[src/rtl/bt_pkg.sv]
package bt_pkg;
  // Control register bit positions (host software decodes these)
  localparam int CTL_CLR_IN   = 0;
  localparam int CTL_CLR_OUT  = 1;
  localparam int CTL_REQ_GO   = 2;
  localparam int CTL_RSP_ATN  = 3;
  localparam int CTL_SMS_ATN  = 4;
  localparam int CTL_HOST_BSY = 6;
  localparam int CTL_MGT_BSY  = 7;
  // Mask register bit positions
  localparam int MSK_EN   = 0;
  localparam int MSK_PEND = 1;

  localparam logic [1:0] OFS_CTRL = 2'd0;
  localparam logic [1:0] OFS_DATA = 2'd1;
  localparam logic [1:0] OFS_MASK = 2'd2;

  // Strobes from control to datapath
  typedef struct packed {
    logic clrIn;
    logic clrOut;
    logic pushIn;
    logic popOut;
  } dpStrobe_t;
endpackage

[src/rtl/bt_msg_datapath.sv]
module bt_msg_datapath
  import bt_pkg::*;
#(
  parameter int DEPTH  = 64,
  parameter int ADDR_W = 6,
  parameter int CNT_W  = 8
) (
  input  logic              clk,
  input  logic              rstN,
  input  dpStrobe_t         stb,
  input  logic [7:0]        wrByte,
  input  logic              rspWrEn,
  input  logic [ADDR_W-1:0] rspWrAddr,
  input  logic [7:0]        rspWrData,
  input  logic              rspDone,
  input  logic [ADDR_W:0]   rspLen,
  input  logic [ADDR_W-1:0] inRdAddr,
  output logic [CNT_W-1:0]  inCount,
  output logic [7:0]        inRdData,
  output logic [7:0]        outByte,
  output logic              outAvail
);
  localparam logic [CNT_W-1:0] CNT_MAX   = '1;
  localparam logic [CNT_W-1:0] CNT_DEPTH = CNT_W'(DEPTH);
  localparam logic [ADDR_W:0]  LEN_DEPTH = (ADDR_W + 1)'(DEPTH);

  logic [7:0]      inMem  [DEPTH];
  logic [7:0]      outMem [DEPTH];
  logic [ADDR_W:0] outPos, outLen, lenCapped;

  assign lenCapped = (rspLen > LEN_DEPTH) ? LEN_DEPTH : rspLen;
  assign outAvail  = outPos < outLen;
  assign outByte   = outMem[outPos[ADDR_W-1:0]];
  assign inRdData  = inMem[inRdAddr];

  always_ff @(posedge clk or negedge rstN) begin
    if (!rstN) begin
      inCount <= '0;
      outPos  <= '0;
      outLen  <= '0;
      for (int i = 0; i < DEPTH; i++) begin
        inMem[i]  <= '0;
        outMem[i] <= '0;
      end
    end else begin
      if (stb.clrIn) begin
        inCount <= '0;
      end else if (stb.pushIn) begin
        if (inCount < CNT_DEPTH) inMem[inCount[ADDR_W-1:0]] <= wrByte;
        if (inCount != CNT_MAX) inCount <= inCount + CNT_W'(1);
      end
      if (rspWrEn) outMem[rspWrAddr] <= rspWrData;
      if (rspDone) begin
        outLen <= lenCapped;
        outPos <= '0;
      end else if (stb.clrOut) begin
        outPos <= '0;
      end else if (stb.popOut && outAvail) begin
        if (outPos + 1'b1 == outLen) begin
          outPos <= '0;
          outLen <= '0;
        end else begin
          outPos <= outPos + 1'b1;
        end
      end
    end
  end

  AST_OUT_POS_RANGE: assert property (@(posedge clk) disable iff (!rstN)
    (outPos < outLen) || (outPos == '0 && outLen == '0));
  AST_CLR_IN_ZERO: assert property (@(posedge clk) disable iff (!rstN)
    stb.clrIn |=> inCount == '0);
endmodule

[src/rtl/bt_ctrl_flags.sv]
module bt_ctrl_flags
  import bt_pkg::*;
#(
  parameter bit USE_IRQ = 1'b1
) (
  input  logic       clk,
  input  logic       rstN,
  input  logic       hostEn,
  input  logic       hostWr,
  input  logic [1:0] hostAddr,
  input  logic [7:0] hostWdata,
  input  logic [7:0] outByte,
  input  logic       outAvail,
  input  logic       rspDone,
  input  logic       smsAttnIn,
  input  logic       smsIrqAsk,
  input  logic       irqGlobalEn,
  output dpStrobe_t  stb,
  output logic [7:0] hostRdata,
  output logic       reqReady,
  output logic       irqOut
);
  logic rspAtn, smsAtn, hostBusy, mgtBusy, irqEn, irqPend, smsPrev;
  logic nRspAtn, nSmsAtn, nHostBusy, nMgtBusy, nIrqEn, nIrqPend, reqNext;
  logic ctlWr, mskWr;
  wire  unusedWdBits = hostWdata[5] ^ hostWdata[7];

  assign ctlWr = hostEn && hostWr && hostAddr == OFS_CTRL;
  assign mskWr = hostEn && hostWr && hostAddr == OFS_MASK;

  always_comb begin
    nRspAtn   = rspAtn;
    nSmsAtn   = smsAtn;
    nHostBusy = hostBusy;
    nMgtBusy  = mgtBusy;
    nIrqEn    = irqEn;
    nIrqPend  = irqPend;
    reqNext   = 1'b0;
    stb       = '0;
    // host access first
    if (hostEn && hostWr) begin
      case (hostAddr)
        OFS_CTRL: begin
          stb.clrIn  = hostWdata[CTL_CLR_IN];
          stb.clrOut = hostWdata[CTL_CLR_OUT];
          if (hostWdata[CTL_RSP_ATN])  nRspAtn   = 1'b0;
          if (hostWdata[CTL_SMS_ATN])  nSmsAtn   = 1'b0;
          if (hostWdata[CTL_HOST_BSY]) nHostBusy = ~hostBusy;
          if (hostWdata[CTL_REQ_GO]) begin
            nMgtBusy = 1'b1;
            reqNext  = 1'b1;
          end
        end
        OFS_DATA: stb.pushIn = 1'b1;
        OFS_MASK: begin
          if (hostWdata[MSK_EN] != irqEn) begin
            if (hostWdata[MSK_EN]) begin
              if (rspAtn || smsAtn) nIrqPend = 1'b1;
              nIrqEn = 1'b1;
            end else begin
              nIrqPend = 1'b0;
              nIrqEn   = 1'b0;
            end
          end
          if (hostWdata[MSK_PEND] && nIrqPend) nIrqPend = 1'b0;
        end
        default: ;
      endcase
    end
    if (hostEn && !hostWr && hostAddr == OFS_DATA) stb.popOut = outAvail;
    // then response completion
    if (rspDone) begin
      nMgtBusy = 1'b0;
      nRspAtn  = 1'b1;
      if (!nIrqPend && nIrqEn) nIrqPend = 1'b1;
    end
    // then message-pending input edges
    if (smsAttnIn != smsPrev) begin
      if (smsAttnIn) begin
        nSmsAtn = 1'b1;
        if (smsIrqAsk && !nRspAtn && nIrqEn) nIrqPend = 1'b1;
      end else begin
        nSmsAtn = 1'b0;
        if (!nRspAtn && nIrqPend) nIrqPend = 1'b0;
      end
    end
  end

  always_ff @(posedge clk or negedge rstN) begin
    if (!rstN) begin
      rspAtn   <= 1'b0;
      smsAtn   <= 1'b0;
      hostBusy <= 1'b0;
      mgtBusy  <= 1'b0;
      irqEn    <= 1'b0;
      irqPend  <= 1'b0;
      smsPrev  <= 1'b0;
      reqReady <= 1'b0;
    end else begin
      rspAtn   <= nRspAtn;
      smsAtn   <= nSmsAtn;
      hostBusy <= nHostBusy;
      mgtBusy  <= nMgtBusy;
      irqEn    <= nIrqEn;
      irqPend  <= nIrqPend;
      smsPrev  <= smsAttnIn;
      reqReady <= reqNext;
    end
  end

  always_comb begin
    case (hostAddr)
      OFS_CTRL: hostRdata = {mgtBusy, hostBusy, 1'b0, smsAtn, rspAtn, 3'b000};
      OFS_DATA: hostRdata = outAvail ? outByte : 8'hFF;
      OFS_MASK: hostRdata = {6'b0, irqPend, irqEn};
      default:  hostRdata = 8'hFF;
    endcase
  end

  assign irqOut = irqPend && USE_IRQ && irqGlobalEn;

  AST_REQ_BUSY: assert property (@(posedge clk) disable iff (!rstN)
    (ctlWr && hostWdata[CTL_REQ_GO] && !rspDone) |=> (reqReady && mgtBusy));
  AST_PEND_NEEDS_EN: assert property (@(posedge clk) disable iff (!rstN)
    irqPend |-> irqEn);
  AST_HBUSY_TOGGLE: assert property (@(posedge clk) disable iff (!rstN)
    (ctlWr && hostWdata[CTL_HOST_BSY]) |=> hostBusy != $past(hostBusy));
  AST_DISABLE_CLEARS: assert property (@(posedge clk) disable iff (!rstN)
    (mskWr && !hostWdata[MSK_EN]) |=> !irqPend);
endmodule

[src/rtl/bt_host_regs.sv]
module bt_host_regs
  import bt_pkg::*;
#(
  parameter int   DEPTH   = 64,
  parameter bit   USE_IRQ = 1'b1,
  localparam int  ADDR_W  = $clog2(DEPTH),
  localparam int  CNT_W   = ADDR_W + 2
) (
  input  logic              clk,
  input  logic              rstN,
  input  logic              hostEn,
  input  logic              hostWr,
  input  logic [1:0]        hostAddr,
  input  logic [7:0]        hostWdata,
  output logic [7:0]        hostRdata,
  output logic              reqReady,
  output logic [CNT_W-1:0]  inCount,
  input  logic [ADDR_W-1:0] inRdAddr,
  output logic [7:0]        inRdData,
  input  logic              rspWrEn,
  input  logic [ADDR_W-1:0] rspWrAddr,
  input  logic [7:0]        rspWrData,
  input  logic              rspDone,
  input  logic [ADDR_W:0]   rspLen,
  input  logic              smsAttnIn,
  input  logic              smsIrqAsk,
  input  logic              irqGlobalEn,
  output logic              irqOut
);
  dpStrobe_t  stb;
  logic [7:0] outByte;
  logic       outAvail;

  bt_ctrl_flags #(.USE_IRQ(USE_IRQ)) ctrl_i (
    .clk(clk), .rstN(rstN), .hostEn(hostEn), .hostWr(hostWr),
    .hostAddr(hostAddr), .hostWdata(hostWdata), .outByte(outByte),
    .outAvail(outAvail), .rspDone(rspDone), .smsAttnIn(smsAttnIn),
    .smsIrqAsk(smsIrqAsk), .irqGlobalEn(irqGlobalEn), .stb(stb),
    .hostRdata(hostRdata), .reqReady(reqReady), .irqOut(irqOut)
  );

  bt_msg_datapath #(.DEPTH(DEPTH), .ADDR_W(ADDR_W), .CNT_W(CNT_W)) dp_i (
    .clk(clk), .rstN(rstN), .stb(stb), .wrByte(hostWdata),
    .rspWrEn(rspWrEn), .rspWrAddr(rspWrAddr), .rspWrData(rspWrData),
    .rspDone(rspDone), .rspLen(rspLen), .inRdAddr(inRdAddr),
    .inCount(inCount), .inRdData(inRdData), .outByte(outByte),
    .outAvail(outAvail)
  );

  AST_IRQ_GATED: assert property (@(posedge clk) disable iff (!rstN)
    !irqGlobalEn |-> !irqOut);
endmodule

[config.mk]
export PLATFORM = sky130hd
export DESIGN_NAME = bt_host_regs
export DESIGN_NICKNAME = d
export VERILOG_FILES = /design/src/rtl/bt_pkg.sv /design/src/rtl/bt_msg_datapath.sv /design/src/rtl/bt_ctrl_flags.sv /design/src/rtl/bt_host_regs.sv
export SDC_FILE = /design/constraint.sdc
export NUM_CORES = 2
export LEC_CHECK = 0
export BUFFER_PORTS_ARGS = -buffer_cell sky130_fd_sc_hd__buf_2
export CORE_AREA = 2 2 271 340
export CTS_CLUSTER_SIZE = 10
export DETAILED_ROUTE_END_ITERATION = 12
export DIE_AREA = 0 0 273 342
export PLACE_DENSITY = 0.71
export SLEW_MARGIN = 20
export SYNTH_ARGS = -nofsm -noshare
export SYNTH_HDL_FRONTEND = slang
export SYNTH_SLANG_ARGS = --single-unit
[constraint.sdc]
create_clock -name clk -period 3.9 [get_ports clk]
set_clock_uncertainty 0.15 [all_clocks]
set_input_delay 0.39 -clock clk [delete_from_list [all_inputs] [get_ports clk]]
set_output_delay 0.39 -clock clk [all_outputs]
set_load 0.01 [all_outputs]
==> qor.yml <==
floorplan:
  fp.dieH_um: 342
  rows: 124
  dieWidth_um: 273
  pin_count: 72
  initial_utilization_pct: 54.2
  core_um2: 90600
  dieArea_um2: 93400
critical_path:
  end_kind: "output port"
  critPathRequiredTime_ps: 3360
  worst-setup-path-type: "register to output port"
  cp_common_cell: "mux4_2"
  rr_endpoint: "dp_i.outLen[6]"
  crit_path_start_kind: "register"
  reg2reg_depth: 10
  crit_chain: "buf_12, mux4_2, mux4_2, o2111ai_1, o221ai_1, buf_2"
  arrival_ps: 3380
  r2r_start: "dp_i.outPos[1]"
  reg2reg_slack_ps: 220
  max_stage_delay_ps: 550
  crit_slowest_cell: "dfrtp_4"
  worstPathMaxFanout: 13
cts:
  cts_tree: "built"
  clkTransAtPathRegs_ps: 60
  clockBufferDepth: 3
  clk_latency_ps: 700
  cts_sinks: 1054
  cts.htree.levels: 3
  cts_buffers: 116
  cts_root_buf: "clkbuf_16"
detailed_routing:
  wl_per_cell_um: 28.3
  drt_first_pass_iters: 6
  drt_iter0_drc: 2350
  ant_nets: 0
  met2_length_um: 65500
  routed.top_layer: "met5"
  viasPerCell: 6.34
  drc: 0
  wl_met3_um: 6120
  wl_met1_um: 49500
  vias: 28491
  wl_um: 127000
yosys:
  ys_warn_count: 0
  synth_ff_type: "dfrtp_1"
  async_flop_share_pct: 100
  synth_fp_nets: 3194
  avgSynthCellArea_um2: 15.7
  ys_seq_elements: 1054
  synth-edff-count: 0
  syn_area_um2: 49100
  seq_area_frac_synth_pct: 53.7
  yosysUniqueCellTypes: 69
  syn_inst: 3138
global_routing:
  globalRouteTotalUtil_pct: 28.0
  grt_pass1_wl_um: 197000
  grt_pass1_vias: 31296
  grt_antenna_before_repair: 4
  grt_max_degree: 113
  overflow: 0
sta:
  fmax_mhz: 255
  layout_min_cycle_time_ps: 3920
  min_period_over_period_pct: 101
  setup_viol_count_final: 2
  max_slew_margin_pct: 30.6
  fin_ws_ps: -20.0
  worst_slew_pin_slew_ps: 1040
  drv_slew: 0
  rsz0062_at_grt: "true"
  finalHoldViolCount: 0
  holdWs_ps: 56.6
power_and_ir_drop:
  power_frac_seq_pct: 49.5
  irDropWorstVdd_mv: 0.422
  switchingPower_mw: 6.30
  p_per_area_nw_per_um2: 457
  leakage_nw: 25.9
  pwr-share-comb_pct: 12.8
  clockPowerShare_pct: 37.8
  power.internal_mw: 18.9
  power_mw: 25.2
  p_sw_share_pct: 25.0
finish:
  antennaDiodeCount: 0
  area_growth_pct: 12.1
  nets: 3340
  drive_above_1_share_pct: 54.0
placed_design:
  hpwl_um: 85000
  port_buffers: 71
  gp_congestion: 0.896
outcome:
  outcome: "complete, but fails checks"
  violations: "setup timing"
min_path:
  min_from: "hostEn"
  hold_end: "ctrl_i.hostBusy"
  hold_depth: 5
  hold_path_class: "input pin to register"
flow_run:
  maxCapViolations: 0
metrics by stage:
stage	TNS (ps)	cell area, µm²	setup slack, ps	cells	utilization [%]
5_1_grt	-22.2	55100	-21.6	4496	60.8
3_5_place_dp	0	51600	470	4332	56.9
4_1_cts	-4.87	55000	-4.87	4493	60.7
3_3_place_gp	0	51600	425	4332	56.9
2_1_floorplan	0	49100	731	3138	-
6_report	-21.1	55100	-20.0	4496	60.8
metal layers:
layer	up-vias	global-route usage [%]
met3	311	3.91
li1	11915	-
met1	15438	35.5
met5	-	0
met4	8	12.8
met2	819	48.0
cells by family (layout without fill, tap and decap cells):
kind of cell	count (synthesis)	count (layout)	share of synthesized area [%]
buffers and inverters	256	417	2.23
AOI/OAI and AO/OA	100	100	1.33
and+or+nand+nor	348	348	3.93
DFF	1054	1054	53.7
adders and majority gates	10	10	0.255
muxes	1357	1357	38.4
xor gates and xnor gates	13	13	0.232
flip-flops by register name, summed over array words and instances (netlist names):
name	flops
dp_i.inCount	8
ctrl_i.mgtBusy	1
dp_i.outLen	7
dp_i.inMem	512
dp_i.outPos	7
ctrl_i.smsPrev	1
ctrl_i.smsAtn	1
ctrl_i.irqEn	1
ctrl_i.rspAtn	1
ctrl_i.irqPend	1
dp_i.outMem	512
ctrl_i.hostBusy	1
ctrl_i.reqReady	1
area by class of cell:
cell class / instances / area [µm²]
multi-input combinational: 1828 / 21800
inverter: 19 / 72.6
timing repair buffer: 265 / 2300
fill: 6732 / 35500
clock buffer: 128 / 3030
tap: 1197 / 1500
sequential: 1054 / 26400
clock inverter: 5 / 58.8
worst max-delay path: cells and delay by family (launching register included):
family                 cells  cell delay [ps]
AO/OA/AOI/OAI              2              650
buffers and inverters      2              410
flip-flops                 1              550
multiplexers               2             1070
cell usage in the layout (no fill, tap or decap), types with 6 or more instances in the layout:
| cell type | n |
|---|---|
| and2_1 | 8 |
| o21ai_1 | 8 |
| nand4_1 | 9 |
| nand2_8 | 8 |
| mux2_2 | 967 |
| mux4_2 | 298 |
| a31oi_1 | 9 |
| mux2_4 | 64 |
| buf_12 | 29 |
| nor3_1 | 12 |
| o22ai_1 | 10 |
| and3_1 | 6 |
| a21oi_1 | 18 |
| clkbuf_1 | 7 |
| nor2_1 | 87 |
| clkbuf_16 | 119 |
| nand3_1 | 23 |
| mux2_1 | 7 |
| a22o_1 | 7 |
| or3_1 | 9 |
| nand2_1 | 108 |
| dfrtp_1 | 1051 |
| nand2_4 | 8 |
| nor2_2 | 24 |
| dlygate4sd3_1 | 12 |
| xnor2_1 | 7 |
| o21ai_0 | 16 |
| o211ai_1 | 7 |
| inv_1 | 16 |
| mux2i_1 | 19 |
| ha_1 | 10 |
| buf_2 | 66 |
| xor2_1 | 6 |
| buf_4 | 149 |
| nand3b_1 | 8 |
cell usage after synthesis (9+ instances only):
library cell / n / area share (%)
and2_1: 9 / 0.11
o21ai_0: 16 / 0.16
or3_1: 9 / 0.11
o22ai_1: 10 / 0.13
nand4_1: 9 / 0.11
nand3_1: 23 / 0.23
nor3_1: 12 / 0.12
dfrtp_1: 1054 / 54
buf_4: 16 / 0.24
mux2_2: 967 / 22
buf_1: 20 / 0.15
a21oi_1: 18 / 0.18
ha_1: 10 / 0.25
a31oi_1: 12 / 0.15
mux2i_1: 21 / 0.43
clkbuf_1: 165 / 1.3
nor2_1: 87 / 0.66
nor2_2: 24 / 0.31
mux4_2: 298 / 14
nand2_1: 108 / 0.82
buf_2: 33 / 0.34
mux2_4: 64 / 2.0
inv_1: 16 / 0.12
power by group through the flow:
stage | logic, mW | registers, mW | clock network (mW)
finish | 3.21 | 12.5 | 9.52
floorplan | 2.13 | 12.4 | 0
global placement | 3.01 | 12.6 | 0
CTS | 3.19 | 12.5 | 9.69
global route | 3.42 | 12.6 | 10.1
detailed placement | 3.12 | 12.7 | 0
worst max path at each step:
stage | startpoint | endpoint | depth (start not counted)
floorplan | dp_i.outPos[0] | hostRdata[3] | 12
global placement | dp_i.outPos[1] | hostRdata[6] | 8
detailed placement | dp_i.outPos[2] | hostRdata[2] | 8
CTS | dp_i.outPos[1] | hostRdata[6] | 8
global route | dp_i.outPos[1] | hostRdata[3] | 6
finish | dp_i.outPos[1] | hostRdata[3] | 6
timing repair:
| action | in CTS | in global routing |
|---|---|---|
| pin swaps | 0 | 1 |
| cloned | 1 | 0 |
| gates resized for setup | 7 | 15 |
| hold buffers | 12 | 0 |
| endpoints found under the hold margin | 63 | 0 |
| buffers inserted | 15 | 3 |
| setup endpoints to repair | 7 | 6 |
Power figures use the tool's default switching activity.
